==> src/rtl/tlb_sweep_pkg.sv <==
package tlb_sweep_pkg;
  localparam int WORD_W     = 32;
  localparam int PAGE_SHIFT = 13;
  localparam int PAGE_W     = WORD_W - PAGE_SHIFT;
  localparam int PID_W      = 8;
  localparam int LO_GLOBAL  = 4;
  localparam int LO_VALID   = 3;

  typedef struct packed {
    logic [PAGE_W-1:0] page;
    logic [PID_W-1:0]  owner;
    logic              glob;
    logic              valid;
  } tlb_entry_t;
endpackage

==> src/rtl/tlb_sweep_seq.sv <==
module tlb_sweep_seq
  import tlb_sweep_pkg::*;
#(
  parameter int ENTRIES  = 128,
  parameter int PID_IN_W = 32,
  localparam int AW      = $clog2(ENTRIES)
) (
  input  logic                clk,
  input  logic                rst,
  input  logic                start_i,
  input  logic [PID_IN_W-1:0] pid_i,
  input  logic                tail_busy_i,
  output logic                rd_en_o,
  output logic [AW-1:0]       rd_addr_o,
  output logic                last_o,
  output logic [PID_W-1:0]    pid_o
);
  localparam logic [AW-1:0] LAST_ADDR = AW'(ENTRIES - 1);

  logic            scan_q;
  logic [AW-1:0]   ptr_q;
  logic [PID_W-1:0] pid_q;
  logic            accept;

  generate
    if (PID_IN_W > PID_W) begin : g_wide_pid
      logic unused_pid_hi;
      assign unused_pid_hi = ^pid_i[PID_IN_W-1:PID_W];
    end
  endgenerate

  assign accept = start_i && !scan_q && !tail_busy_i;

  always_ff @(posedge clk) begin
    if (rst) begin
      scan_q <= 1'b0;
      ptr_q  <= '0;
      pid_q  <= '0;
    end else if (accept) begin
      scan_q <= 1'b1;
      ptr_q  <= '0;
      pid_q  <= pid_i[PID_W-1:0];
    end else if (scan_q) begin
      if (ptr_q == LAST_ADDR) begin
        scan_q <= 1'b0;
        ptr_q  <= '0;
      end else begin
        ptr_q <= ptr_q + 1'b1;
      end
    end
  end

  assign rd_en_o   = scan_q;
  assign rd_addr_o = ptr_q;
  assign last_o    = scan_q && (ptr_q == LAST_ADDR);
  assign pid_o     = pid_q;

  p_first_addr_r2: assert property (@(posedge clk) disable iff (rst)
    accept |=> (rd_en_o && rd_addr_o == '0));

  p_addr_step_r3: assert property (@(posedge clk) disable iff (rst)
    (rd_en_o && !last_o) |=> (rd_en_o && rd_addr_o == AW'($past(rd_addr_o) + 1'b1)));

  p_start_ignored_r9: assert property (@(posedge clk) disable iff (rst)
    (start_i && (scan_q || tail_busy_i)) |=> $stable(pid_q));
endmodule

==> src/rtl/tlb_sweep_pipe.sv <==
module tlb_sweep_pipe (
  input  logic clk,
  input  logic rst,
  input  logic rd_en_i,
  input  logic last_i,
  output logic vld_o,
  output logic last_o
);
  logic vld_q;
  logic last_q;

  always_ff @(posedge clk) begin
    if (rst) begin
      vld_q  <= 1'b0;
      last_q <= 1'b0;
    end else begin
      vld_q  <= rd_en_i;
      last_q <= last_i;
    end
  end

  assign vld_o  = vld_q;
  assign last_o = last_q;

  p_last_aligned_r8: assert property (@(posedge clk) disable iff (rst)
    last_q |-> vld_q);
endmodule

==> src/rtl/tlb_sweep_match.sv <==
module tlb_sweep_match
  import tlb_sweep_pkg::*;
(
  input  logic              clk,
  input  logic              rst,
  input  logic              vld_i,
  input  logic              last_i,
  input  logic [PID_W-1:0]  pid_i,
  input  logic [WORD_W-1:0] hi_i,
  input  logic [WORD_W-1:0] lo_i,
  output logic              inval_o,
  output logic [WORD_W-1:0] inval_addr_o,
  output logic              done_o
);
  tlb_entry_t ent;
  logic       hit;
  logic       inval_q;
  logic       done_q;
  logic [WORD_W-1:0] addr_q;
  logic       unused_fields;

  assign unused_fields = ^{hi_i[PAGE_SHIFT-1:PID_W],
                           lo_i[WORD_W-1:LO_GLOBAL+1],
                           lo_i[LO_VALID-1:0]};

  always_comb begin
    ent.page  = hi_i[WORD_W-1:PAGE_SHIFT];
    ent.owner = hi_i[PID_W-1:0];
    ent.glob  = lo_i[LO_GLOBAL];
    ent.valid = lo_i[LO_VALID];
  end

  assign hit = vld_i && ent.valid && !ent.glob && (ent.owner == pid_i);

  always_ff @(posedge clk) begin
    if (rst) begin
      inval_q <= 1'b0;
      addr_q  <= '0;
      done_q  <= 1'b0;
    end else begin
      inval_q <= hit;
      addr_q  <= hit ? {ent.page, {PAGE_SHIFT{1'b0}}} : '0;
      done_q  <= vld_i && last_i;
    end
  end

  assign inval_o      = inval_q;
  assign inval_addr_o = addr_q;
  assign done_o       = done_q;

  p_hit_flags_r5: assert property (@(posedge clk) disable iff (rst)
    inval_o |-> $past(vld_i && lo_i[LO_VALID] && !lo_i[LO_GLOBAL]));

  p_addr_from_page_r6: assert property (@(posedge clk) disable iff (rst)
    inval_o |-> (inval_addr_o[WORD_W-1:PAGE_SHIFT] == $past(hi_i[WORD_W-1:PAGE_SHIFT])
                 && inval_addr_o[PAGE_SHIFT-1:0] == '0));

  p_done_pulse_r8: assert property (@(posedge clk) disable iff (rst)
    done_o |=> !done_o);
endmodule

==> src/rtl/tlb_pid_sweep.sv <==
module tlb_pid_sweep
  import tlb_sweep_pkg::*;
#(
  parameter int BANKS    = 2,
  parameter int WAYS     = 4,
  parameter int SETS     = 16,
  parameter int PID_IN_W = 32,
  localparam int ENTRIES = BANKS * WAYS * SETS,
  localparam int AW      = $clog2(ENTRIES)
) (
  input  logic                clk,
  input  logic                rst,
  input  logic                start_i,
  input  logic [PID_IN_W-1:0] pid_i,
  output logic                rd_en_o,
  output logic [AW-1:0]       rd_addr_o,
  input  logic [WORD_W-1:0]   rd_hi_i,
  input  logic [WORD_W-1:0]   rd_lo_i,
  output logic                inval_o,
  output logic [WORD_W-1:0]   inval_addr_o,
  output logic                done_o
);
  logic             last_issue;
  logic             data_vld;
  logic             data_last;
  logic [PID_W-1:0] pid_cur;

  tlb_sweep_seq #(
    .ENTRIES  (ENTRIES),
    .PID_IN_W (PID_IN_W)
  ) u_seq (
    .clk         (clk),
    .rst         (rst),
    .start_i     (start_i),
    .pid_i       (pid_i),
    .tail_busy_i (data_vld),
    .rd_en_o     (rd_en_o),
    .rd_addr_o   (rd_addr_o),
    .last_o      (last_issue),
    .pid_o       (pid_cur)
  );

  tlb_sweep_pipe u_pipe (
    .clk     (clk),
    .rst     (rst),
    .rd_en_i (rd_en_o),
    .last_i  (last_issue),
    .vld_o   (data_vld),
    .last_o  (data_last)
  );

  tlb_sweep_match u_match (
    .clk          (clk),
    .rst          (rst),
    .vld_i        (data_vld),
    .last_i       (data_last),
    .pid_i        (pid_cur),
    .hi_i         (rd_hi_i),
    .lo_i         (rd_lo_i),
    .inval_o      (inval_o),
    .inval_addr_o (inval_addr_o),
    .done_o       (done_o)
  );

  p_quiet_at_done_r8: assert property (@(posedge clk) disable iff (rst)
    done_o |-> !rd_en_o);

  p_reset_quiet_r1: assert property (@(posedge clk)
    $past(rst) |-> (!rd_en_o && !inval_o && !done_o));
endmodule

==> config.mk <==
export PLATFORM = sky130hd
export DESIGN_NAME = tlb_pid_sweep
export DESIGN_NICKNAME = d
export VERILOG_FILES = /design/src/rtl/tlb_sweep_pkg.sv /design/src/rtl/tlb_sweep_seq.sv /design/src/rtl/tlb_sweep_pipe.sv /design/src/rtl/tlb_sweep_match.sv /design/src/rtl/tlb_pid_sweep.sv
export SDC_FILE = /design/constraint.sdc
export NUM_CORES = 1
export LEC_CHECK = 0
export ABC_AREA = 0
export BUFFER_PORTS_ARGS = -buffer_cell sky130_fd_sc_hd__buf_2
export CORE_MARGIN = 2
export CORE_UTILIZATION = 43
export CTS_BUF_LIST = sky130_fd_sc_hd__clkbuf_4
export DETAILED_ROUTE_END_ITERATION = 10
export GPL_TIMING_DRIVEN = 0
export PLACE_DENSITY = 0.87
export SLEW_MARGIN = 10
export SYNTH_ARGS = -nofsm -noshare
export SYNTH_HDL_FRONTEND = slang
export SYNTH_HIERARCHICAL = 1
export SYNTH_SLANG_ARGS = --single-unit
==> constraint.sdc <==
create_clock -name clk -period 3.1 [get_ports clk]
set_input_delay 0 -clock clk [delete_from_list [all_inputs] [get_ports clk]]
set_output_delay 0 -clock clk [all_outputs]
set_load 0.05 [all_outputs]
==> results.json <==
{
  "outcome": "complete, no violations",
  "layout_cells_sized_above_1_pct": 42.7,
  "critPathCaptureType": "flop",
  "grt_start_max_net_pins": 12,
  "hold_violations": 0,
  "timing.hold.worst.class": "input pin to flop",
  "layout_setup_ws_ps": 1740,
  "cts.hold.buffers_added": 28,
  "postSynthCellCount": 170,
  "antenna_violating_nets_post_route": 0,
  "grt_overflow_total": 0,
  "synth.area.top_cells": "sky130_fd_sc_hd__dfxtp_1, sky130_fd_sc_hd__nor4_2, sky130_fd_sc_hd__buf_4, sky130_fd_sc_hd__mux2i_1, sky130_fd_sc_hd__inv_1",
  "synthToLayoutAreaGrowth_pct": 45.0,
  "global_route.usage.total_pct": 18.7,
  "antenna_found_initial": 0,
  "clock_skew_ps": 14.4,
  "port-buffer-count": 68,
  "timing.critical_path.arrival_ps": 1650,
  "route.final.wire_length_um": 4140,
  "drt_iter0_markers": 79,
  "postCtsSetupBuffers": 0,
  "pre_cts_slack_ps": 1770,
  "cts.sinks": 39,
  "final_common_cell": "sky130_fd_sc_hd__buf_2",
  "ys.flop_type": "sky130_fd_sc_hd__dfxtp_1",
  "fp-row-count": 23,
  "yosysUniqueCellTypes": 33,
  "die_y_um": 67.8,
  "post_synth_and_or_nand_nor_area_fraction_pct": 26.5,
  "detailed_routing_iteration_count_for_the_pre_antenna_repair_pass": 4,
  "synth-xor-area-share_pct": 5.01,
  "netlist.area_leader.share_pct": 44.7,
  "synth_adder_area_share_pct": 0.716,
  "grt_pass1_vias": 1458,
  "synth_top_family_by_area": "simple AND/OR/NAND/NOR gates",
  "fraction_of_registers_with_async_set_or_reset_after_synthesis_pct": 0,
  "final_min_period_over_clock_period_pct": 43.9,
  "chipWidth_um": 67.8,
  "top_level_ports": 141,
  "ys_ff_latch": 39,
  "max_clock_freq_mhz": 735,
  "worst_ir_drop_vdd_uv": 182,
  "num_antenna_cells": 0,
  "post_layout_net_count": 385,
  "post_synth_mux_area_share_pct": 4.58,
  "timing.critical_path.required_ps": 3380,
  "hold-worst-slack_ps": 55.1,
  "first_pass_grt_wire_length_um": 6320,
  "vias_per_cell": 4.62,
  "post_cts.resized_instances": 0,
  "powerDensity_nw_per_um2": 390,
  "finish.utilization_pct": 64.3,
  "number_of_h_tree_levels": 2,
  "worst_skew_pair.late_latency_ps": 340,
  "yosys_warnings": 6,
  "setup_viol": 0,
  "dieArea_um2": 4590,
  "critical_path_class": "flop to flop",
  "initial_utilization_pct": 44.3,
  "core_area_um2": 3940,
  "number_of_enable_type_register_cells_in_the_synthesized_netlist": 0,
  "route.detailed.wl_per_inst_um": 12.3,
  "finalMaxSlewViolations": 0,
  "ys_seq_area_share_pct": 44.7,
  "max_cap_viol_count": 0,
  "unrepaired_setup_endpoints_after_global_routing": "false",
  "worst_setup_path_start_kind": "flop",
  "synth_largest_area_cell": "sky130_fd_sc_hd__dfxtp_1",
  "crit_path_max_fanout": 6,
  "clk_path_buf_depth": 2,
  "cts.clk_slew.worst_paths_ps": 110,
  "drc": 0,
  "minimum_period_implied_by_the_final_worst_setup_slack_ps": 1360,
  "synth-compound-area-share_pct": 4.22,
  "dpl.hpwl_um": 2600,
  "cell_area_after_technology_mapping_um2": 1750,
  "post_synth.cell_area_avg_um2": 10.3,
  "most-common-layout-cells": "sky130_fd_sc_hd__buf_2, sky130_fd_sc_hd__dfxtp_1, sky130_fd_sc_hd__dlygate4sd3_1",
  "num_vias": 1551,
  "static-leakage-power_nw": 1.19,
  "cts_tree": "built",
  "finalWeightedCongestion": 0.739,
  "tritoncts.num_buffers": 5,
  "timing.setup.tns_ps": 0,
  "cts_root_buffer": "sky130_fd_sc_hd__clkbuf_4"
}
-- flip-flops by register name, summed over array words and instances (netlist names) --
name and count:
u_pipe/vld_o 1, u_match/inval_o 1, u_match/inval_addr_o 19, u_seq/rd_addr_o 7, u_match/done_o 1, u_seq/pid_o 8
u_pipe/last_o 1, u_seq/rd_en_o 1
-- critical path, stage by stage, from the launching register on --
cell                      delay [ps]
sky130_fd_sc_hd__dfxtp_1         440
sky130_fd_sc_hd__ha_1            280
sky130_fd_sc_hd__nand2_1         110
sky130_fd_sc_hd__or3_1           330
sky130_fd_sc_hd__a21oi_2         130
-- layout make-up --
class	count	area, um^2
fill	304	1410
sequential	39	781
timing repair buffer	96	621
tap	50	62.6
clock buffer	7	52.6
multi-input combinational	101	766
buffer	22	171
clock inverter	1	5.00
inverter	20	75.1
-- per-layer routing --
metal	vias up	global-route usage [%]	routed length, um
met5	-	0	0
met4	0	7.91	74
met3	9	6.00	413
met2	86	34.3	2040
met1	684	19.3	1610
li1	772	-	-
-- where the power goes --
part,total [mW],internal (mW),switching (mW)
sequential,0.521,0.512,0.00900
clock,0.266,0.106,0.160
combinational,0.200,0.0897,0.110
total,0.987,0.707,0.280
-- through the flow --
step	power, mW	std cells	area [um^2]
after detailed placement	0.702	300	2200
final	0.987	336	2530
after CTS	0.988	336	2530
after floorplan	0.660	182	1790
after global routing	1.04	336	2530
after global placement	0.699	300	2200
-- cell families (layout without fill, tap and decap cells) --
logic type | count (synthesis) | in the layout
AND/OR/NAND/NOR | 57 | 57
buffers and inverters | 42 | 146
flip-flops | 39 | 39
AO/OA/AOI/OAI | 12 | 12
XOR/XNOR | 10 | 10
multiplexers | 8 | 8
adder cells (fa/ha/maj) | 1 | 1
other | 1 | 13
-- worst paths after layout --
path	start	cells past startpoint	to	slack (ps)
worst max-delay path	u_seq/rd_addr_o[0]	4	u_seq/rd_addr_o[6]	1740
worst min-delay path	start_i	3	u_seq/rd_en_o	60
worst max register to register	u_seq/rd_addr_o[0]	4	u_seq/rd_addr_o[6]	1740
worst min register to register	u_pipe/last_o	1	u_match/done_o	470
-- cell usage after synthesis, drive strengths merged, types with 3 or more instances --
master	count
buf	21
a21oi	5
mux2i	8
nand4	4
xnor2	8
nor4	19
nand2b	3
inv	20
o21ai	4
nor2	10
dfxtp	39
nand2	7
or3	3
nor2b	3
Note: power is estimated with default switching activity, not from simulation.
